==> src/rtl/fcsd_pkg.sv <==
package fcsd_pkg;
  typedef enum logic [4:0] {
    S_READ, S_UNL1, S_UNL2, S_ID, S_PGM_ARM,
    S_ERS_U0, S_ERS_U1, S_ERS_U2, S_SE_WIN,
    S_BUSY_PGM, S_BUSY_BPGM, S_BUSY_CE, S_BUSY_SE, S_SUSP,
    S_BYP, S_BYP_ARM, S_BYP_EXIT
  } fcsd_state_e;

  typedef enum logic [2:0] {
    OP_NONE = 3'd0, OP_PROG = 3'd1, OP_CHIP = 3'd2,
    OP_SECT = 3'd3, OP_SUSP = 3'd4, OP_RESM = 3'd5
  } fcsd_op_e;

  localparam logic [11:0] UNL_ADDR_A = 12'hAAA;
  localparam logic [11:0] UNL_ADDR_B = 12'h554;
  localparam logic [7:0]  CB_KEY_A   = 8'hAA;
  localparam logic [7:0]  CB_KEY_B   = 8'h55;
  localparam logic [7:0]  CB_IDENT   = 8'h90;
  localparam logic [7:0]  CB_PROG    = 8'hA0;
  localparam logic [7:0]  CB_ERASE   = 8'h80;
  localparam logic [7:0]  CB_BYPASS  = 8'h20;
  localparam logic [7:0]  CB_WHOLE   = 8'h10;
  localparam logic [7:0]  CB_SECTOR  = 8'h30;
  localparam logic [7:0]  CB_PAUSE   = 8'hB0;
  localparam logic [7:0]  CB_ABORT   = 8'hF0;
  localparam logic [7:0]  CB_BEXIT   = 8'h00;
endpackage

==> src/rtl/fcsd_gap_timer.sv <==
module fcsd_gap_timer #(
  parameter int unsigned TIMEOUT_CYC = 64
) (
  input  logic clk,
  input  logic rst_n,
  input  logic run,
  input  logic restart,
  output logic expired
);
  localparam int unsigned CW = (TIMEOUT_CYC < 2) ? 1 : $clog2(TIMEOUT_CYC);
  localparam logic [CW-1:0] LAST = CW'(TIMEOUT_CYC - 1);

  logic [CW-1:0] cnt;

  always_ff @(posedge clk) begin
    if (!rst_n || restart || !run) cnt <= '0;
    else if (cnt != LAST)          cnt <= cnt + 1'b1;
  end

  assign expired = run && !restart && (cnt == LAST);

  // counter never passes its limit
  a_r7_cnt_bound: assert property (@(posedge clk) disable iff (!rst_n)
    cnt <= LAST);
  // an expiry is preceded by a quiet cycle
  a_r7_quiet_before_expire: assert property (@(posedge clk) disable iff (!rst_n)
    expired |-> !$past(restart));
endmodule

==> src/rtl/fcsd_erase_set.sv <==
module fcsd_erase_set #(
  parameter int unsigned NSECT = 8
) (
  input  logic                     clk,
  input  logic                     rst_n,
  input  logic                     clear,
  input  logic                     add,
  input  logic [$clog2(NSECT)-1:0] idx,
  output logic [NSECT-1:0]         bits
);
  localparam int unsigned SW = $clog2(NSECT);

  for (genvar g = 0; g < NSECT; g++) begin : g_bit
    always_ff @(posedge clk) begin
      if (!rst_n || clear)              bits[g] <= 1'b0;
      else if (add && idx == SW'(g))    bits[g] <= 1'b1;
    end
  end

  // a flagged sector shows up in the set next cycle
  a_r4_add_lands: assert property (@(posedge clk) disable iff (!rst_n)
    (add && !clear) |=> bits[$past(idx)]);
  // without a clear the set only grows
  a_r4_grow_only: assert property (@(posedge clk) disable iff (!rst_n)
    !clear |=> ((bits & $past(bits)) == $past(bits)));
endmodule

==> src/rtl/fcsd_id_read.sv <==
module fcsd_id_read #(
  parameter int unsigned NSECT    = 8,
  parameter logic [7:0]  MFR_CODE = 8'h20,
  parameter logic [7:0]  DEV_CODE = 8'hE4
) (
  input  logic [7:0]               rd_off,
  input  logic [$clog2(NSECT)-1:0] rd_sect,
  input  logic [NSECT-1:0]         prot_mask,
  output logic [7:0]               id_data
);
  always_comb begin
    unique case (rd_off)
      8'h00:   id_data = MFR_CODE;
      8'h02:   id_data = DEV_CODE;
      8'h04:   id_data = {7'd0, prot_mask[rd_sect]};
      default: id_data = 8'h00;
    endcase
  end
endmodule

==> src/rtl/flash_cmd_decoder.sv <==
module flash_cmd_decoder
  import fcsd_pkg::*;
#(
  parameter int unsigned ADDR_W      = 20,
  parameter int unsigned DATA_W      = 16,
  parameter int unsigned NSECT       = 8,
  parameter int unsigned TIMEOUT_CYC = 64,
  parameter logic [7:0]  MFR_CODE    = 8'h20,
  parameter logic [7:0]  DEV_CODE    = 8'hE4
) (
  input  logic              clk,
  input  logic              rst_n,
  input  logic              wr_valid,
  output logic              wr_ready,
  input  logic [ADDR_W-1:0] wr_addr,
  input  logic [DATA_W-1:0] wr_data,
  input  logic [ADDR_W-1:0] rd_addr,
  output logic              id_sel,
  output logic [7:0]        id_data,
  input  logic [NSECT-1:0]  prot_mask,
  output logic              cmd_valid,
  input  logic              cmd_ready,
  output logic [2:0]        cmd_op,
  output logic [ADDR_W-1:0] cmd_addr,
  output logic [DATA_W-1:0] cmd_data,
  output logic [NSECT-1:0]  cmd_sectors,
  input  logic              op_done,
  output logic              busy_n
);
  localparam int unsigned SW = $clog2(NSECT);

  fcsd_state_e state, nstate;
  fcsd_op_e    op_q, iop;
  logic        issue, set_clear, set_add, tmo, timed, wr_fire, in_busy;
  logic [7:0]  cb;
  logic [11:0] a12;
  logic        key_a, key_b, at_a;
  logic [NSECT-1:0] set_bits;
  logic [ADDR_W-1:0] rd_addr_unused;

  assign wr_ready = !cmd_valid;
  assign wr_fire  = wr_valid && wr_ready;
  assign cb       = wr_data[7:0];
  assign a12      = wr_addr[11:0];
  assign at_a     = (a12 == UNL_ADDR_A);
  assign key_a    = at_a && (cb == CB_KEY_A);
  assign key_b    = (a12 == UNL_ADDR_B) && (cb == CB_KEY_B);

  assign timed = state inside {S_UNL1, S_UNL2, S_PGM_ARM, S_ERS_U0, S_ERS_U1,
                               S_ERS_U2, S_SE_WIN, S_BYP_ARM, S_BYP_EXIT};
  assign in_busy = state inside {S_BUSY_PGM, S_BUSY_BPGM, S_BUSY_CE, S_BUSY_SE};

  fcsd_gap_timer #(.TIMEOUT_CYC(TIMEOUT_CYC)) u_timer (
    .clk(clk), .rst_n(rst_n), .run(timed), .restart(wr_fire), .expired(tmo)
  );

  fcsd_erase_set #(.NSECT(NSECT)) u_set (
    .clk(clk), .rst_n(rst_n), .clear(set_clear), .add(set_add),
    .idx(wr_addr[ADDR_W-1 -: SW]), .bits(set_bits)
  );

  fcsd_id_read #(.NSECT(NSECT), .MFR_CODE(MFR_CODE), .DEV_CODE(DEV_CODE)) u_id (
    .rd_off(rd_addr[7:0]), .rd_sect(rd_addr[ADDR_W-1 -: SW]),
    .prot_mask(prot_mask), .id_data(id_data)
  );
  assign rd_addr_unused = rd_addr;

  always_comb begin
    nstate    = state;
    issue     = 1'b0;
    iop       = OP_NONE;
    set_clear = 1'b0;
    set_add   = 1'b0;
    if (tmo) begin
      if (state == S_SE_WIN) begin
        issue = 1'b1; iop = OP_SECT; nstate = S_BUSY_SE;
      end else if (state inside {S_BYP_ARM, S_BYP_EXIT}) begin
        nstate = S_BYP;
      end else begin
        nstate = S_READ;
      end
    end else if (in_busy && op_done) begin
      nstate = (state == S_BUSY_BPGM) ? S_BYP : S_READ;
    end else if (wr_fire) begin
      unique case (state)
        S_READ:   if (key_a) nstate = S_UNL1;
        S_UNL1:   nstate = key_b ? S_UNL2 : S_READ;
        S_UNL2: begin
          nstate = S_READ;
          if (at_a) begin
            unique case (cb)
              CB_IDENT:  nstate = S_ID;
              CB_PROG:   nstate = S_PGM_ARM;
              CB_ERASE:  begin nstate = S_ERS_U0; set_clear = 1'b1; end
              CB_BYPASS: nstate = S_BYP;
              default:   nstate = S_READ;
            endcase
          end
        end
        S_ID:     if (cb == CB_ABORT) nstate = S_READ;
        S_PGM_ARM: begin issue = 1'b1; iop = OP_PROG; nstate = S_BUSY_PGM; end
        S_ERS_U0: nstate = key_a ? S_ERS_U1 : S_READ;
        S_ERS_U1: nstate = key_b ? S_ERS_U2 : S_READ;
        S_ERS_U2: begin
          if (at_a && cb == CB_WHOLE) begin
            issue = 1'b1; iop = OP_CHIP; nstate = S_BUSY_CE;
          end else if (cb == CB_SECTOR) begin
            set_add = 1'b1; nstate = S_SE_WIN;
          end else begin
            nstate = S_READ;
          end
        end
        S_SE_WIN: begin
          if (cb == CB_SECTOR) set_add = 1'b1;
          else                 nstate = S_READ;
        end
        S_BUSY_SE: if (cb == CB_PAUSE) begin
          issue = 1'b1; iop = OP_SUSP; nstate = S_SUSP;
        end
        S_SUSP: if (cb == CB_SECTOR) begin
          issue = 1'b1; iop = OP_RESM; nstate = S_BUSY_SE;
        end
        S_BYP: begin
          if (cb == CB_PROG)       nstate = S_BYP_ARM;
          else if (cb == CB_IDENT) nstate = S_BYP_EXIT;
          else if (cb == CB_ABORT) nstate = S_READ;
        end
        S_BYP_ARM: begin issue = 1'b1; iop = OP_PROG; nstate = S_BUSY_BPGM; end
        S_BYP_EXIT: nstate = (cb == CB_BEXIT) ? S_READ : S_BYP;
        default: nstate = state;
      endcase
    end
  end

  always_ff @(posedge clk) begin
    if (!rst_n) state <= S_READ;
    else        state <= nstate;
  end

  always_ff @(posedge clk) begin
    if (!rst_n) begin
      cmd_valid   <= 1'b0;
      op_q        <= OP_NONE;
      cmd_addr    <= '0;
      cmd_data    <= '0;
      cmd_sectors <= '0;
    end else if (issue) begin
      cmd_valid   <= 1'b1;
      op_q        <= iop;
      cmd_addr    <= (iop == OP_PROG) ? wr_addr : '0;
      cmd_data    <= (iop == OP_PROG) ? wr_data : '0;
      unique case (iop)
        OP_CHIP: cmd_sectors <= '1;
        OP_SECT: cmd_sectors <= set_bits;
        default: cmd_sectors <= '0;
      endcase
    end else if (cmd_ready) begin
      cmd_valid <= 1'b0;
    end
  end

  assign cmd_op = op_q;
  assign busy_n = !in_busy;
  assign id_sel = (state == S_ID);

  // a stalled record keeps every field
  a_r10_hold_stable: assert property (@(posedge clk) disable iff (!rst_n)
    (cmd_valid && !cmd_ready) |=> (cmd_valid && $stable(cmd_op) && $stable(cmd_addr)
                                   && $stable(cmd_data) && $stable(cmd_sectors)));
  // busy only starts together with a program, erase or resume record
  a_r2_busy_with_cmd: assert property (@(posedge clk) disable iff (!rst_n)
    $fell(busy_n) |-> (cmd_valid && cmd_op inside {3'd1, 3'd2, 3'd3, 3'd5}));
  // suspend only follows a running sector erase
  a_r5_suspend_origin: assert property (@(posedge clk) disable iff (!rst_n)
    ($rose(cmd_valid) && cmd_op == 3'd4) |-> ($past(state) == S_BUSY_SE));
  // a whole erase names every sector
  a_r3_whole_all: assert property (@(posedge clk) disable iff (!rst_n)
    (cmd_valid && cmd_op == 3'd2) |-> (&cmd_sectors));
  // reset leaves the block idle
  a_r11_reset_idle: assert property (@(posedge clk)
    !rst_n |=> (busy_n && !cmd_valid && !id_sel));
endmodule

==> config.mk <==
export PLATFORM = sky130hd
export DESIGN_NAME = flash_cmd_decoder
export DESIGN_NICKNAME = d
export VERILOG_FILES = /design/src/rtl/fcsd_pkg.sv /design/src/rtl/fcsd_gap_timer.sv /design/src/rtl/fcsd_erase_set.sv /design/src/rtl/fcsd_id_read.sv /design/src/rtl/flash_cmd_decoder.sv
export SDC_FILE = /design/constraint.sdc
export NUM_CORES = 1
export LEC_CHECK = 0
export CELL_PAD_IN_SITES_DETAIL_PLACEMENT = 1
export CELL_PAD_IN_SITES_GLOBAL_PLACEMENT = 2
export CORE_ASPECT_RATIO = 1.4
export CORE_MARGIN = 5
export CORE_UTILIZATION = 25
export DETAILED_ROUTE_END_ITERATION = 8
export PLACE_DENSITY = 0.82
export SYNTH_ARGS = -nofsm -noshare
export SYNTH_HDL_FRONTEND = slang
export SYNTH_SLANG_ARGS = --single-unit
export TNS_END_PERCENT = 30
==> constraint.sdc <==
create_clock -name clk -period 3.55 [get_ports clk]
set_input_delay 0.71 -clock clk [delete_from_list [all_inputs] [get_ports clk]]
set_output_delay 0.71 -clock clk [all_outputs]
set_load 0.01 [all_outputs]
# == Word-level counts from Yosys, hierarchy flattened ==
# Cells that the tools add are included.
# classes
n_addsub,1
magnitude_cmp,1
n_mux,57
eq_ne,46
n_reduce_logical,35
# ops
cell,count
$pmux W5 S14,1
$mux W5,10
$eq A8 B8 Y1 const B,6
$eq A5 B4 Y1 const B,8
$mux W4,7
$pmux W8 S3,1
$mux W3,7
$eq A5 B3 Y1 const B,4
$mux W1,20
$mux W20,1
$eq A8 B6 Y1 const B,2
$logic_not A8 Y1,2
$mux W16,1
$pmux W4 S4,1
$pmux W8 S2,1
$reduce_bool A16 Y1,1
$logic_and A1 B1 Y1,15
$eq A12 B11 Y1 const B,1
$eq A12 B12 Y1 const B,1
$eq A3 B2 Y1 const B,4
$eq A3 B3 Y1 const B,4
$ne A4 B4 Y1 const B,3
$pmux W3 S4,1
$eq A5 B2 Y1 const B,2
26 further kinds,36
# word_totals
wordCells,155
ff_bits,67

# == Logic depth before layout (Yosys ltp) ==
# Gate-level depths: netlist (run 1).
# logic_depth
word_depth,9
mapped_depth,9
mapped_depth_nobuf,7

# == Modules after synthesis ==
# Synthesis (run 1) repeated with hierarchy kept, for this count alone.
# hier_totals
hier_cells,390
hier_area_um2,3374.5
# modules_own_cells
module,cells_each,n_inst,seq_area_each_um2,area_each_um2
flash_cmd_decoder,304,1,1061.0,2621.3
fcsd_erase_set,33,1,160.2,314.1
fcsd_gap_timer,33,1,120.1,295.3
fcsd_id_read,20,1,0.0,143.9

# == Least setup slack after synthesis (run 1) ==
# Ideal clock, no wire load.
# synth_path
path_type,in2reg
start,input port wr_data[1]
end,register cmd_data[7]
t_required_ns,3.433
n_path_buf,3
cell_stages,9
setup_slack_ns,0.499
t_arrival_ns,2.934
setup_time_ns,0.117
cell_sequence,or4_1 buf_2 or4_4 nor4_4 o31ai_2 and3_1 buf_6 buf_6 a22o_1
# synth_between
elab_chain_len,9
word_cells_on_any_way,20
cone_classes,4 x eq/ne; 15 x mux; 1 x reduce/logical
# synth_rtl
item,line,source
"start, declared",flash_cmd_decoder.sv:16,"input logic [DATA_W-1:0] wr_data,"
$eq A8 B5 Y1,flash_cmd_decoder.sv:105,if (at_a && cb == CB_WHOLE) begin
$logic_and A1 B1 Y1,flash_cmd_decoder.sv:105,
$mux W2,flash_cmd_decoder.sv:105,
$pmux W3 S4,flash_cmd_decoder.sv:85,unique case (state)
$mux W3,flash_cmd_decoder.sv:84,end else if (wr_fire) begin
$mux W3,flash_cmd_decoder.sv:82,end else if (in_busy && op_done) begin
$mux W3,flash_cmd_decoder.sv:74,if (tmo) begin
$eq A3 B1 Y1,flash_cmd_decoder.sv:151,cmd_data <= (iop == OP_PROG) ? wr_data : '0;
$mux W16,flash_cmd_decoder.sv:151,
"end signal, assigned",flash_cmd_decoder.sv:151,
"end, declared",flash_cmd_decoder.sv:25,"output logic [DATA_W-1:0] cmd_data,"
# Several ways; a longest one is shown, not always the timed one.
# A chain may end at the register's enable or synchronous reset.

# == Final worst setup path (run 1) ==
# layout_path
start,input port rd_addr[17]
end,output port id_data[0]
# layout_between
elab_chain_len,3
# layout_rtl
item,line,source
"start, declared",flash_cmd_decoder.sv:17,"input logic [ADDR_W-1:0] rd_addr,"
$bmux W1 S3,fcsd_id_read.sv:15,"8'h04: id_data = {7'd0, prot_mask[rd_sect]};"
$mux W1 (not written as such),fcsd_id_read.sv:15,
$pmux W8 S3,fcsd_id_read.sv:12,unique case (rd_off)
"end, declared",flash_cmd_decoder.sv:19,"output logic [7:0] id_data,"
# No other way between the ends. The select of a mux whose other input is x is not followed.

==> results.toml, run 1 <==
[timing]
final.setup_skew_ns = 0.00973
finalWorstSetupSlack_ns = 0.345
max_freq_mhz = 312
worst_slew_margin_rel_pct = 51.6
timing.final.crit_share_pct = 90.3
hold_violations = 0
min_tclk_post_route_ns = 3.20
final_max_slew_viol_count = 0
setup-tns-final_ns = 0
setup-violations-final = 0
rsz_0062_raised_after_global_routing = "false"
slew_worst_pin_ns = 0.724

[routing]
drt-vias-per-instance = 5.05
number_of_drc_markers_after_the_initial_detailed_route_iteration = 157
drt_pass1_iterations = 4
post_route_antenna_net_violation_count = 0
routed_wirelength_um = 12100
detail_route.wl_per_cell_um = 18.0
num_vias = 3410
remaining_drc_errors = 0

[grt]
grt_pass1_vias = 3715
antenna_found_initial = 0
grt.overflow.total = 0
largest_net_degree_at_the_start_of_global_routing = 37
global_route_wire_length_before_repair_um = 19400
grt_usage_pct = 15.4

[clock_network]
cts_tree = "done"
clock-sinks = 67
postCtsSetupBuffers = 0
cts_root_buffer = "sky130_fd_sc_hd__clkbuf_16"
clk_latency_ns = 0.34
post_cts_hold_buffer_count = 0
cts-htree-levels = 3
cts-resized-gates = 0
tritoncts_buffer_count = 9
max-clock-path-buffers = 2
clk_transition_reported_paths_ns = 0.06

[yosys]
yosysSeqAreaShare_pct = 40.2
async_flop_share_pct = 0
synth_top_flop_cell = "sky130_fd_sc_hd__dfxtp_1"
syn_avg_cell_area_um2 = 9.21
number_of_synthesized_flops_with_an_enable_pin = 0
syn-cell-area_um2 = 3340
synth-warning-count = 0
ys_seq_elements = 67
syn-instance-count = 362
ys_types = 63

[finish]
n_antenna_cell = 0
filler_cell_count = 1531
layout.nets = 559
final_core_utilization_pct = 38.5
drive_gt1_share_pct = 12.4
multiInputGateArea_um2 = 1830
regArea_um2 = 1340
finalInstanceArea_um2 = 5110
area_growth_pct = 53.2

[worst_setup_path]
timing.critical_path.arrival_ns = 2.49
worst_r2r_startpoint = "state[0]$_SDFFE_PN0P_"
critical_path.endpoint_type = "primary output"
timing.critical_path.from = "rd_addr[17]"
timing.critical_path.slowest_stage_cell = "sky130_fd_sc_hd__clkdlybuf4s50_1"
critical_path.startpoint_type = "input port"
path_cells = "clkdlybuf4s50_1, mux4_2, mux2i_1, nor4b_1, clkdlybuf4s50_1"
critPathRequiredTime_ns = 2.84
path_max_fanout = 2
cpPeakStageDelay_ns = 0.59
path_common_cell = "sky130_fd_sc_hd__clkdlybuf4s50_1"
ff2ff_path_depth = 7
type_of_the_worst_setup_path = "input port to primary output"

[power_and_ir_drop]
peakVddDrop_v = 0.000189
p_leak_nw = 1.83
power_density_nw_per_um2 = 362

[flow_run]
maxCapViolations = 0

[placed_design]
gp_congestion = 0.884
io_buffers = 115
placement_setup_slack_ns = 0.157
post_dp_cell_area_um2 = 4800
hpwlAfterDp_um = 9450

[run_status]
outcome = "completed"

[floorplanning]
initial_standard_cell_utilization_of_the_core_pct = 25.2
fp.dieW_um = 108
floorplan.rows = 50
die_height_um = 147
io-pin-count = 128
fp.dieArea_um2 = 15800
standard_cell_core_area_um2 = 13300

[worst_hold_path]
min-delay-path-class = "flop to flop"
hold_start = "cmd_addr[18]$_SDFFE_PN0P_"
min_delay_path_depth = 1
-- registers in the layout, summed over array words and instances (netlist names) --
register,count
state,5
cmd_data,16
cmd_addr,20
u_timer.cnt,6
cmd_valid,1
cmd_sectors,8
cmd_op,3
u_set.bits,8
-- cell usage in the layout (no fill, tap or decap), drive strengths merged, types with 5 or more instances in the layout --
cell and n:
nor4bb 5, o221a 8, a21oi 13, o21ai 10
o21a 10, nand4 8, nor2 32, nand2 22
buf 27, inv 5, clkdlybuf4s50 115, nor2b 10
nor4b 5, nand2b 9, dfxtp 67, clkbuf 9
a31oi 5, a22o 38, nor3 10, nor4 7
nand3 9
-- worst max-delay path: cells and delay by family --
family,cells,cell delay [ns]
simple gates,1,0.28
mux,2,0.43
buf+inv,2,1.07
-- cell usage after synthesis, types with 6 or more instances --
| cell | n | area [um^2] |
|---|---|---|
| sky130_fd_sc_hd__nand2b_1 | 9 | 56.3 |
| sky130_fd_sc_hd__nor4_1 | 6 | 37.5 |
| sky130_fd_sc_hd__a22o_1 | 38 | 333 |
| sky130_fd_sc_hd__nand3_1 | 9 | 45.0 |
| sky130_fd_sc_hd__nor2_1 | 32 | 120 |
| sky130_fd_sc_hd__o21ai_0 | 10 | 50.1 |
| sky130_fd_sc_hd__nor3_1 | 9 | 45.0 |
| sky130_fd_sc_hd__clkbuf_1 | 12 | 45.0 |
| sky130_fd_sc_hd__nand4_1 | 8 | 50.1 |
| sky130_fd_sc_hd__nand2_1 | 22 | 82.6 |
| sky130_fd_sc_hd__nor2b_1 | 10 | 62.6 |
| sky130_fd_sc_hd__dfxtp_1 | 67 | 1340 |
| sky130_fd_sc_hd__a21oi_1 | 13 | 65.1 |
| sky130_fd_sc_hd__o221a_2 | 8 | 90.1 |
| sky130_fd_sc_hd__o21a_1 | 10 | 75.1 |
-- final cells by class --
class                      count  share of cell area, %
multi-input combinational    265                   35.9
timing repair buffer         142                   27.0
sequential                    67                   26.2
clock inverter                 6                   1.76
tap                          182                   4.46
inverter                       4                  0.294
clock buffer                   9                   4.41
-- stage by stage --
stage          std cells  hold slack (ns)  power, W
3_3_place_gp         660            0.455  0.000906
2_1_floorplan        364            0.441  0.000814
6_report             675            0.476   0.00185
4_1_cts              675            0.480   0.00188
3_5_place_dp         660            0.462  0.000908
5_1_grt              675            0.490   0.00192
-- per-layer routing --
metal  wire (um)  GRT usage, %  vias to the layer above
met4         304          6.70                        0
met3         710          4.51                       19
met2        6300          27.7                      116
met1        4820          16.4                     1637
li1            -             -                     1638
met5           0             0                        -
-- cells by family (layout without fill, tap and decap cells) --
logic type      after synthesis  in the layout  synth area share, %
compound gates              109            109                 26.0
buf+inv                      32            161                 5.25
mux                           5              5                 2.25
simple gates                142            142                 24.5
other cells                   1              3                0.112
xor+xnor                      5              5                 1.31
flops                        67             67                 40.2
fa+ha+maj                     1              1                0.375
-- power by group --
| part | total (W) | internal [W] | leakage (nW) | switching (W) |
|---|---|---|---|---|
| Combinational | 0.000139 | 0.0000825 | 1.14 | 0.0000569 |
| Clock | 0.000958 | 0.000613 | 0.152 | 0.000345 |
| Sequential | 0.000752 | 0.000752 | 0.539 | 0.0000000000480 |
| Total | 0.00185 | 0.00145 | 1.83 | 0.000402 |
-- final timing paths --
path | end | slack (ns)
hold reg to reg | cmd_addr[18]$_SDFFE_PN0P_ | 0.48
setup reg to reg | cmd_data[11]$_SDFFE_PN0P_ | 0.85
hold / removal | cmd_addr[18]$_SDFFE_PN0P_ | 0.48
setup / recovery | id_data[0] | 0.35
Power figures use the tool's default switching activity.
==> run 2: changes to the inputs <==
--- a/config.mk
+++ b/config.mk
@@ -10,6 +10,7 @@
 export CORE_ASPECT_RATIO = 1.4
 export CORE_MARGIN = 5
 export CORE_UTILIZATION = 25
+export CTS_CLUSTER_DIAMETER = 60
 export DETAILED_ROUTE_END_ITERATION = 8
 export PLACE_DENSITY = 0.82
 export SYNTH_ARGS = -nofsm -noshare
==> results of run 2 <==
The final DEF is identical to that of run 1; final timing and power are the same.
